File: src/rtl/irqc_pkg.sv
package irqc_pkg;
  localparam int CMD_W = 8;

  typedef enum logic [2:0] {
    OP_AEOI_ROT_OFF = 3'b000,
    OP_REL_TOP      = 3'b001,
    OP_NOP          = 3'b010,
    OP_REL_NAMED    = 3'b011,
    OP_AEOI_ROT_ON  = 3'b100,
    OP_ROT_REL_TOP  = 3'b101,
    OP_SET_LOWEST   = 3'b110,
    OP_ROT_REL_NAMED = 3'b111
  } cmd_op_e;

  typedef struct packed {
    logic clr_top;
    logic clr_named;
    logic rot_top;
    logic rot_named;
    logic set_low;
    logic aeoi_rot_on;
    logic aeoi_rot_off;
  } cmd_act_t;
endpackage

File: src/rtl/irqc_cmd_dec.sv
module irqc_cmd_dec
  import irqc_pkg::*;
#(
  parameter int LVL_W = 3
) (
  input  logic             cmd_valid,
  input  logic [CMD_W-1:0] cmd_word,
  output cmd_act_t         act,
  output logic [LVL_W-1:0] lvl
);
  cmd_op_e op;
  logic    unused_bits;

  assign op          = cmd_op_e'(cmd_word[CMD_W-1:CMD_W-3]);
  assign lvl         = cmd_word[LVL_W-1:0];
  assign unused_bits = ^cmd_word[CMD_W-4:LVL_W];

  always_comb begin
    act = '0;
    if (cmd_valid) begin
      case (op)
        OP_REL_TOP:       act.clr_top = 1'b1;
        OP_REL_NAMED:     act.clr_named = 1'b1;
        OP_ROT_REL_TOP:   begin act.clr_top = 1'b1; act.rot_top = 1'b1; end
        OP_ROT_REL_NAMED: begin act.clr_named = 1'b1; act.rot_named = 1'b1; end
        OP_SET_LOWEST:    act.set_low = 1'b1;
        OP_AEOI_ROT_ON:   act.aeoi_rot_on = 1'b1;
        OP_AEOI_ROT_OFF:  act.aeoi_rot_off = 1'b1;
        default:          act = '0;
      endcase
    end
  end
endmodule

File: src/rtl/irqc_sense.sv
module irqc_sense #(
  parameter int NUM_LVL = 8
) (
  input  logic               clk,
  input  logic               rst,
  input  logic [NUM_LVL-1:0] irq_in,
  input  logic [NUM_LVL-1:0] irq_mask,
  input  logic               level_mode,
  input  logic [NUM_LVL-1:0] take,
  output logic [NUM_LVL-1:0] req_q
);
  logic [NUM_LVL-1:0] irq_d;
  logic [NUM_LVL-1:0] rise;

  assign rise = irq_in & ~irq_d & ~irq_mask;

  always_ff @(posedge clk) begin
    if (rst) irq_d <= '0;
    else     irq_d <= irq_in;
  end

  always_ff @(posedge clk) begin
    if (rst) begin
      req_q <= '0;
    end else begin
      for (int i = 0; i < NUM_LVL; i++) begin
        if (take[i])         req_q[i] <= 1'b0;
        else if (level_mode) req_q[i] <= irq_in[i] & ~irq_mask[i];
        else if (rise[i])    req_q[i] <= 1'b1;
      end
    end
  end
endmodule

File: src/rtl/irqc_prio.sv
module irqc_prio #(
  parameter int NUM_LVL = 8,
  parameter int LVL_W   = $clog2(NUM_LVL)
) (
  input  logic [NUM_LVL-1:0] pend,
  input  logic [NUM_LVL-1:0] svc,
  input  logic [LVL_W-1:0]   low_lvl,
  output logic               win_ok,
  output logic [LVL_W-1:0]   win_lvl,
  output logic               top_ok,
  output logic [LVL_W-1:0]   top_lvl,
  output logic               raise
);
  logic [LVL_W-1:0] win_rank;
  logic [LVL_W-1:0] top_rank;
  logic [LVL_W-1:0] idx;

  // rank 0 is the level just after the lowest-urgency one
  always_comb begin
    win_ok   = 1'b0;
    win_lvl  = '0;
    win_rank = '0;
    top_ok   = 1'b0;
    top_lvl  = '0;
    top_rank = '0;
    idx      = '0;
    for (int r = NUM_LVL - 1; r >= 0; r--) begin
      idx = low_lvl + LVL_W'(1) + LVL_W'(r);
      if (pend[idx]) begin
        win_ok   = 1'b1;
        win_lvl  = idx;
        win_rank = LVL_W'(r);
      end
      if (svc[idx]) begin
        top_ok   = 1'b1;
        top_lvl  = idx;
        top_rank = LVL_W'(r);
      end
    end
    raise = win_ok && (!top_ok || (win_rank < top_rank));
  end
endmodule

File: src/rtl/irq_prio_ctrl.sv
module irq_prio_ctrl
  import irqc_pkg::*;
#(
  parameter  int NUM_LVL = 8,
  parameter  int VEC_W   = 8,
  localparam int LVL_W   = $clog2(NUM_LVL),
  localparam int BASE_W  = VEC_W - LVL_W
) (
  input  logic               clk,
  input  logic               rst,
  input  logic [NUM_LVL-1:0] irq_in,
  input  logic [NUM_LVL-1:0] irq_mask,
  input  logic               level_mode,
  input  logic               auto_eoi,
  input  logic [BASE_W-1:0]  vec_base,
  input  logic               cmd_valid,
  input  logic [CMD_W-1:0]   cmd_word,
  input  logic               ack,
  output logic               int_out,
  output logic [VEC_W-1:0]   vec_out,
  output logic               vec_valid,
  output logic [NUM_LVL-1:0] pending_o,
  output logic [NUM_LVL-1:0] in_service_o
);
  localparam logic [LVL_W-1:0] LAST_LVL = LVL_W'(NUM_LVL - 1);

  logic [NUM_LVL-1:0] req_q, pend, take;
  logic [NUM_LVL-1:0] svc_q, svc_n;
  logic               phase2;
  logic [LVL_W-1:0]   sel_q, sel_now;
  logic [LVL_W-1:0]   low_q, low_n;
  logic               rot_aeoi_q;
  logic               ack1, ack2;
  logic               win_ok, top_ok, raise;
  logic [LVL_W-1:0]   win_lvl, top_lvl, cmd_lvl;
  cmd_act_t           act;

  assign ack1    = ack & ~phase2;
  assign ack2    = ack & phase2;
  assign pend    = req_q & ~irq_mask;
  assign sel_now = win_ok ? win_lvl : LAST_LVL;
  assign take    = ack1 ? (NUM_LVL'(1) << sel_now) : '0;

  irqc_sense #(.NUM_LVL(NUM_LVL)) u_sense (
    .clk(clk), .rst(rst), .irq_in(irq_in), .irq_mask(irq_mask),
    .level_mode(level_mode), .take(take), .req_q(req_q)
  );

  irqc_prio #(.NUM_LVL(NUM_LVL), .LVL_W(LVL_W)) u_prio (
    .pend(pend), .svc(svc_q), .low_lvl(low_q),
    .win_ok(win_ok), .win_lvl(win_lvl),
    .top_ok(top_ok), .top_lvl(top_lvl), .raise(raise)
  );

  irqc_cmd_dec #(.LVL_W(LVL_W)) u_dec (
    .cmd_valid(cmd_valid), .cmd_word(cmd_word), .act(act), .lvl(cmd_lvl)
  );

  always_comb begin
    svc_n = svc_q;
    if (ack1)             svc_n[sel_now] = 1'b1;
    if (ack2 && auto_eoi) svc_n[sel_q]   = 1'b0;
    if (act.clr_top && top_ok) svc_n[top_lvl] = 1'b0;
    if (act.clr_named)    svc_n[cmd_lvl] = 1'b0;
  end

  always_comb begin
    low_n = low_q;
    if (ack2 && auto_eoi && rot_aeoi_q) low_n = sel_q;
    if (act.rot_top && top_ok)          low_n = top_lvl;
    if (act.rot_named || act.set_low)   low_n = cmd_lvl;
  end

  always_ff @(posedge clk) begin
    if (rst) begin
      svc_q      <= '0;
      phase2     <= 1'b0;
      sel_q      <= '0;
      low_q      <= LAST_LVL;
      rot_aeoi_q <= 1'b0;
      int_out    <= 1'b0;
      vec_out    <= '0;
      vec_valid  <= 1'b0;
    end else begin
      svc_q     <= svc_n;
      low_q     <= low_n;
      vec_valid <= ack2;
      int_out   <= raise & ~phase2 & ~ack;
      if (act.aeoi_rot_on)       rot_aeoi_q <= 1'b1;
      else if (act.aeoi_rot_off) rot_aeoi_q <= 1'b0;
      if (ack1) begin
        phase2 <= 1'b1;
        sel_q  <= sel_now;
      end else if (ack2) begin
        phase2  <= 1'b0;
        vec_out <= {vec_base, sel_q};
      end
    end
  end

  assign pending_o    = req_q;
  assign in_service_o = svc_q;
endmodule

File: config.mk
export PLATFORM = sky130hd
export DESIGN_NAME = irq_prio_ctrl
export DESIGN_NICKNAME = d
export VERILOG_FILES = /design/src/rtl/irqc_pkg.sv /design/src/rtl/irqc_cmd_dec.sv /design/src/rtl/irqc_sense.sv /design/src/rtl/irqc_prio.sv /design/src/rtl/irq_prio_ctrl.sv
export SDC_FILE = /design/constraint.sdc
export NUM_CORES = 1
export LEC_CHECK = 0
export CAP_MARGIN = 10
export CORE_ASPECT_RATIO = 0.75
export CORE_MARGIN = 5
export CORE_UTILIZATION = 40
export DETAILED_ROUTE_END_ITERATION = 6
export PLACE_DENSITY = 0.65
export SYNTH_ARGS = -nofsm -noshare
export SYNTH_HDL_FRONTEND = slang
export SYNTH_SLANG_ARGS = --single-unit
File: constraint.sdc
create_clock -name clk -period 3.6 [get_ports clk]
set_clock_uncertainty 0.15 [all_clocks]
set_input_delay 0.9 -clock clk [delete_from_list [all_inputs] [get_ports clk]]
set_output_delay 0.9 -clock clk [all_outputs]
set_load 0.01 [all_outputs]
==> summary.md <==
| Metric | Value |
|---|---|
| Routed Antenna Nets | 0 |
| Synthesis-to-finish area growth | 42.00% |
| Most frequent cell after synthesis | dfxtp_1 |
| Htree depth | 2 |
| Syn nets | 483 |
| Final setup vio count | 0 |
| Via count | 4266 |
| GRT Resource Usage Total | 21.96% |
| Worst Tran Pin Value | 0.6149 ns |
| Synth area leaders | dfxtp_1, mux4_2, mux2_2, mux2i_1, nand2_1 |
| Worst hold endpoint | vec_out[7]$_SDFFE_PP0P_ |
| Library cells used by synthesis | 85 |
| Initial antenna violation count | 0 |
| CTS tree | yes |
| Avg Inst Size Synth | 8.750 sq um |
| Insertion delay to the later sink of the worst-skew pair | 0.28 ns |
| Hold Startpoint | vec_out[7]$_SDFFE_PP0P_ |
| Detailed Place HPWL | 9864 um |
| Sw power | 1308 uW |
| Avg Vias per Cell | 6.060 |
| First-pass GRT wire length | 20650 um |
| Gpl congestion | 0.9282 |
| Fin cells | 704 |
| Register-to-Register Setup Slack | 0.10 ns |
| Initial Util | 40.55% |
| Antenna Cells | 0 |
| Setup_tns | 0 ns |
| DR DRC count | 0 |
| Number of hold violations in the final report | 0 |
| Pint | 1820 uW |
| Clk slew on worst S/H paths | 0.06 ns |
| Final WL | 13100 um |
| Setup crit end kind | flip-flop |
| Clk root buf | clkbuf_16 |
| Worst hold path stage count | 2 |
| DIE AREA | 11800 sq um |
| Die extent in x | 123.8 um |
| Nets | 610 |
| Worst EP arrival | 3.55 ns |
| Post-Place Cells | 683 |
| Commonest cells post-synth | dfxtp_1, nand2_1, nor2_1, a21oi_1, nor2b_1 |
| Hold buffer count at CTS | 0 |
| Switch share | 41.81% |
| Vias in the first global route | 4030 |
| 1st-pass router iterations | 5 |
| Final Total Pwr | 3128 uW |
| Die Height | 95.35 um |
| Reg2Reg Depth | 11 |
| Yosys reg bits | 42 |
| Max clock buf depth | 2 |
| Num CTS Buffers | 5 |
| Gr ovfl total | 0 |
| Reg2reg start | low_q[0]$_SDFFE_PP1P_ |
| Synth Flop Type | dfxtp_1 |
| RR Endpoint | low_q[1]$_SDFFE_PP1P_ |
| Post-synth top area share | 21.64% |
| Clock sink count | 42 |
| # port buffers | 58 |
| F_max | 283.4 MHz |
| Crit path required time | 3.62 ns |
| Final period util | 98.02% |
| Post-synth EDFFs | 0 |
| Clock power frac | 14.3% |
| Min Tclk post-route | 3.529 ns |
| Sequential share of the synthesized area | 21.64% |
| Critical path type | input pin to flip-flop |
| Maxcap violations | 0 |
| Synthesized netlist cell count | 444 |
| Max VDD drop | 0.3756 mV |
| Status | finished, final reports clean |
| Ys async rst share | 0% |
| Ports | 61 |
| Layout cells sized above 1 | 30.07% |
| Syn Std Cell Area | 3885 sq um |
| DR WL/cell | 18.60 um |
| Starting DRT DRC Count | 385 |
| Static Leak | 0.002167 uW |
| PwrDens | 567.0 nW/um^2 |
| Largest net degree at the start of global routing | 38 |
| Biggest area consumer among synthesized cells | dfxtp_1 |
| YS warnings | 0 |
| HP Class | flip-flop to flip-flop |
| Startpoint Class | input pin |
| Max-slew violations | 0 |
| CP Max Fanout | 4 |
| Reg power frac | 18.9% |
| # rows | 31 |
| Core area | 9580 sq um |
| Slew HR | 58.93% |
| Comb pwr share | 66.8% |
==> per-layer routing <==
layer	vias to the layer above	share of wire, %	global-route usage [%]
li1	1999	-	-
met1	2067	46	32.62
met2	182	45	33.06
met3	18	7.4	4.389
met4	0	1.2	4.055
met5	-	0	0
==> placed cells by master (no fill, tap or decap), types with 14 or more instances in the layout <==
cell              n
a21oi_1          20
buf_4            81
clkdlybuf4s50_1  50
dfxtp_1          40
inv_1            14
mux4_2           14
nand2_1          39
nand2b_1         15
nor2_1           28
nor2b_1          15
nor3_1           17
==> state kept, by name, summed over array words and instances, names as in the netlist, 3 cells and up <==
| name | cells |
|---|---|
| u_sense.irq_d | 8 |
| vec_out | 8 |
| sel_q | 3 |
| low_q | 3 |
| in_service_o | 8 |
| u_sense.req_q | 8 |
==> power by group through the flow <==
stage / logic (uW) / registers, uW / clock network, uW
2_1_floorplan: 1130 / 584 / 0
3_3_place_gp: 1810 / 598 / 0
3_5_place_dp: 1830 / 600 / 0
4_1_cts: 1970 / 590 / 455
5_1_grt: 2220 / 602 / 482
6_report: 2090 / 592 / 447
==> final cells by class <==
type,count,area (sq um)
fillers,857,4064
flip-flops and latches,42,845.8
clock inverters,1,5.005
repair buffers,143,1234
clock buffers,7,142.6
multi-input cells,362,3060
well taps,132,165.2
inverters,17,63.81
==> critical path: stages <==
cell           delay, ns
dlygate4sd2_1       0.29
nor2b_1             0.12
mux4_2              0.51
mux2_4              0.33
nor4b_4             0.34
a211o_1             0.24
o32a_1              0.23
buf_4               0.15
nor4_4              0.04
buf_4               0.15
o221a_1             0.24
==> logic make-up (layout without fill, tap and decap cells) <==
group | count (synthesis) | in the layout | synth area share, %
adders and majority gates | 4 | 4 | 1.288
DFF | 42 | 42 | 21.64
buffers and inverters | 40 | 168 | 4.380
and+or+nand+nor | 177 | 177 | 26.47
muxes | 48 | 48 | 18.49
xor gates and xnor gates | 7 | 7 | 3.253
AOI/OAI and AO/OA | 126 | 126 | 24.48
==> worst max path at each step <==
stage,from,end,slack [ns],depth (start not counted)
floorplan,low_q[0]$_SDFFE_PP1P_,low_q[1]$_SDFFE_PP1P_,0.01,12
global placement,irq_mask[1],in_service_o[1]$_SDFF_PP0_,-0.58,10
detailed placement,irq_mask[3],in_service_o[1]$_SDFF_PP0_,-0.58,12
CTS,irq_mask[3],in_service_o[0]$_SDFF_PP0_,0.07,12
global route,irq_mask[5],in_service_o[4]$_SDFF_PP0_,-0.01,12
finish,irq_mask[1],in_service_o[0]$_SDFF_PP0_,0.07,11
==> per-stage QoR <==
| step | area, sq um | utilization [%] | hold WS [ns] | setup slack [ns] |
|---|---|---|---|---|
| after global placement | 5094 | 53.17 | 0.2911 | -0.5824 |
| after global routing | 5517 | 57.58 | 0.3276 | -0.009567 |
| final | 5517 | 57.58 | 0.3099 | 0.07134 |
| after floorplan | 3914 | - | 0.3100 | 0.01038 |
| after detailed placement | 5094 | 53.17 | 0.2992 | -0.5835 |
| after CTS | 5400 | 56.37 | 0.3077 | 0.06623 |
==> what timing repair did <==
action                                  4_1_cts  5_1_grt
pin swaps                                    11        7
buffers inserted                              6        7
endpoints found under the setup margin       15       13
gates resized for setup                      31       18
Note: power is estimated with default switching activity, not from simulation.
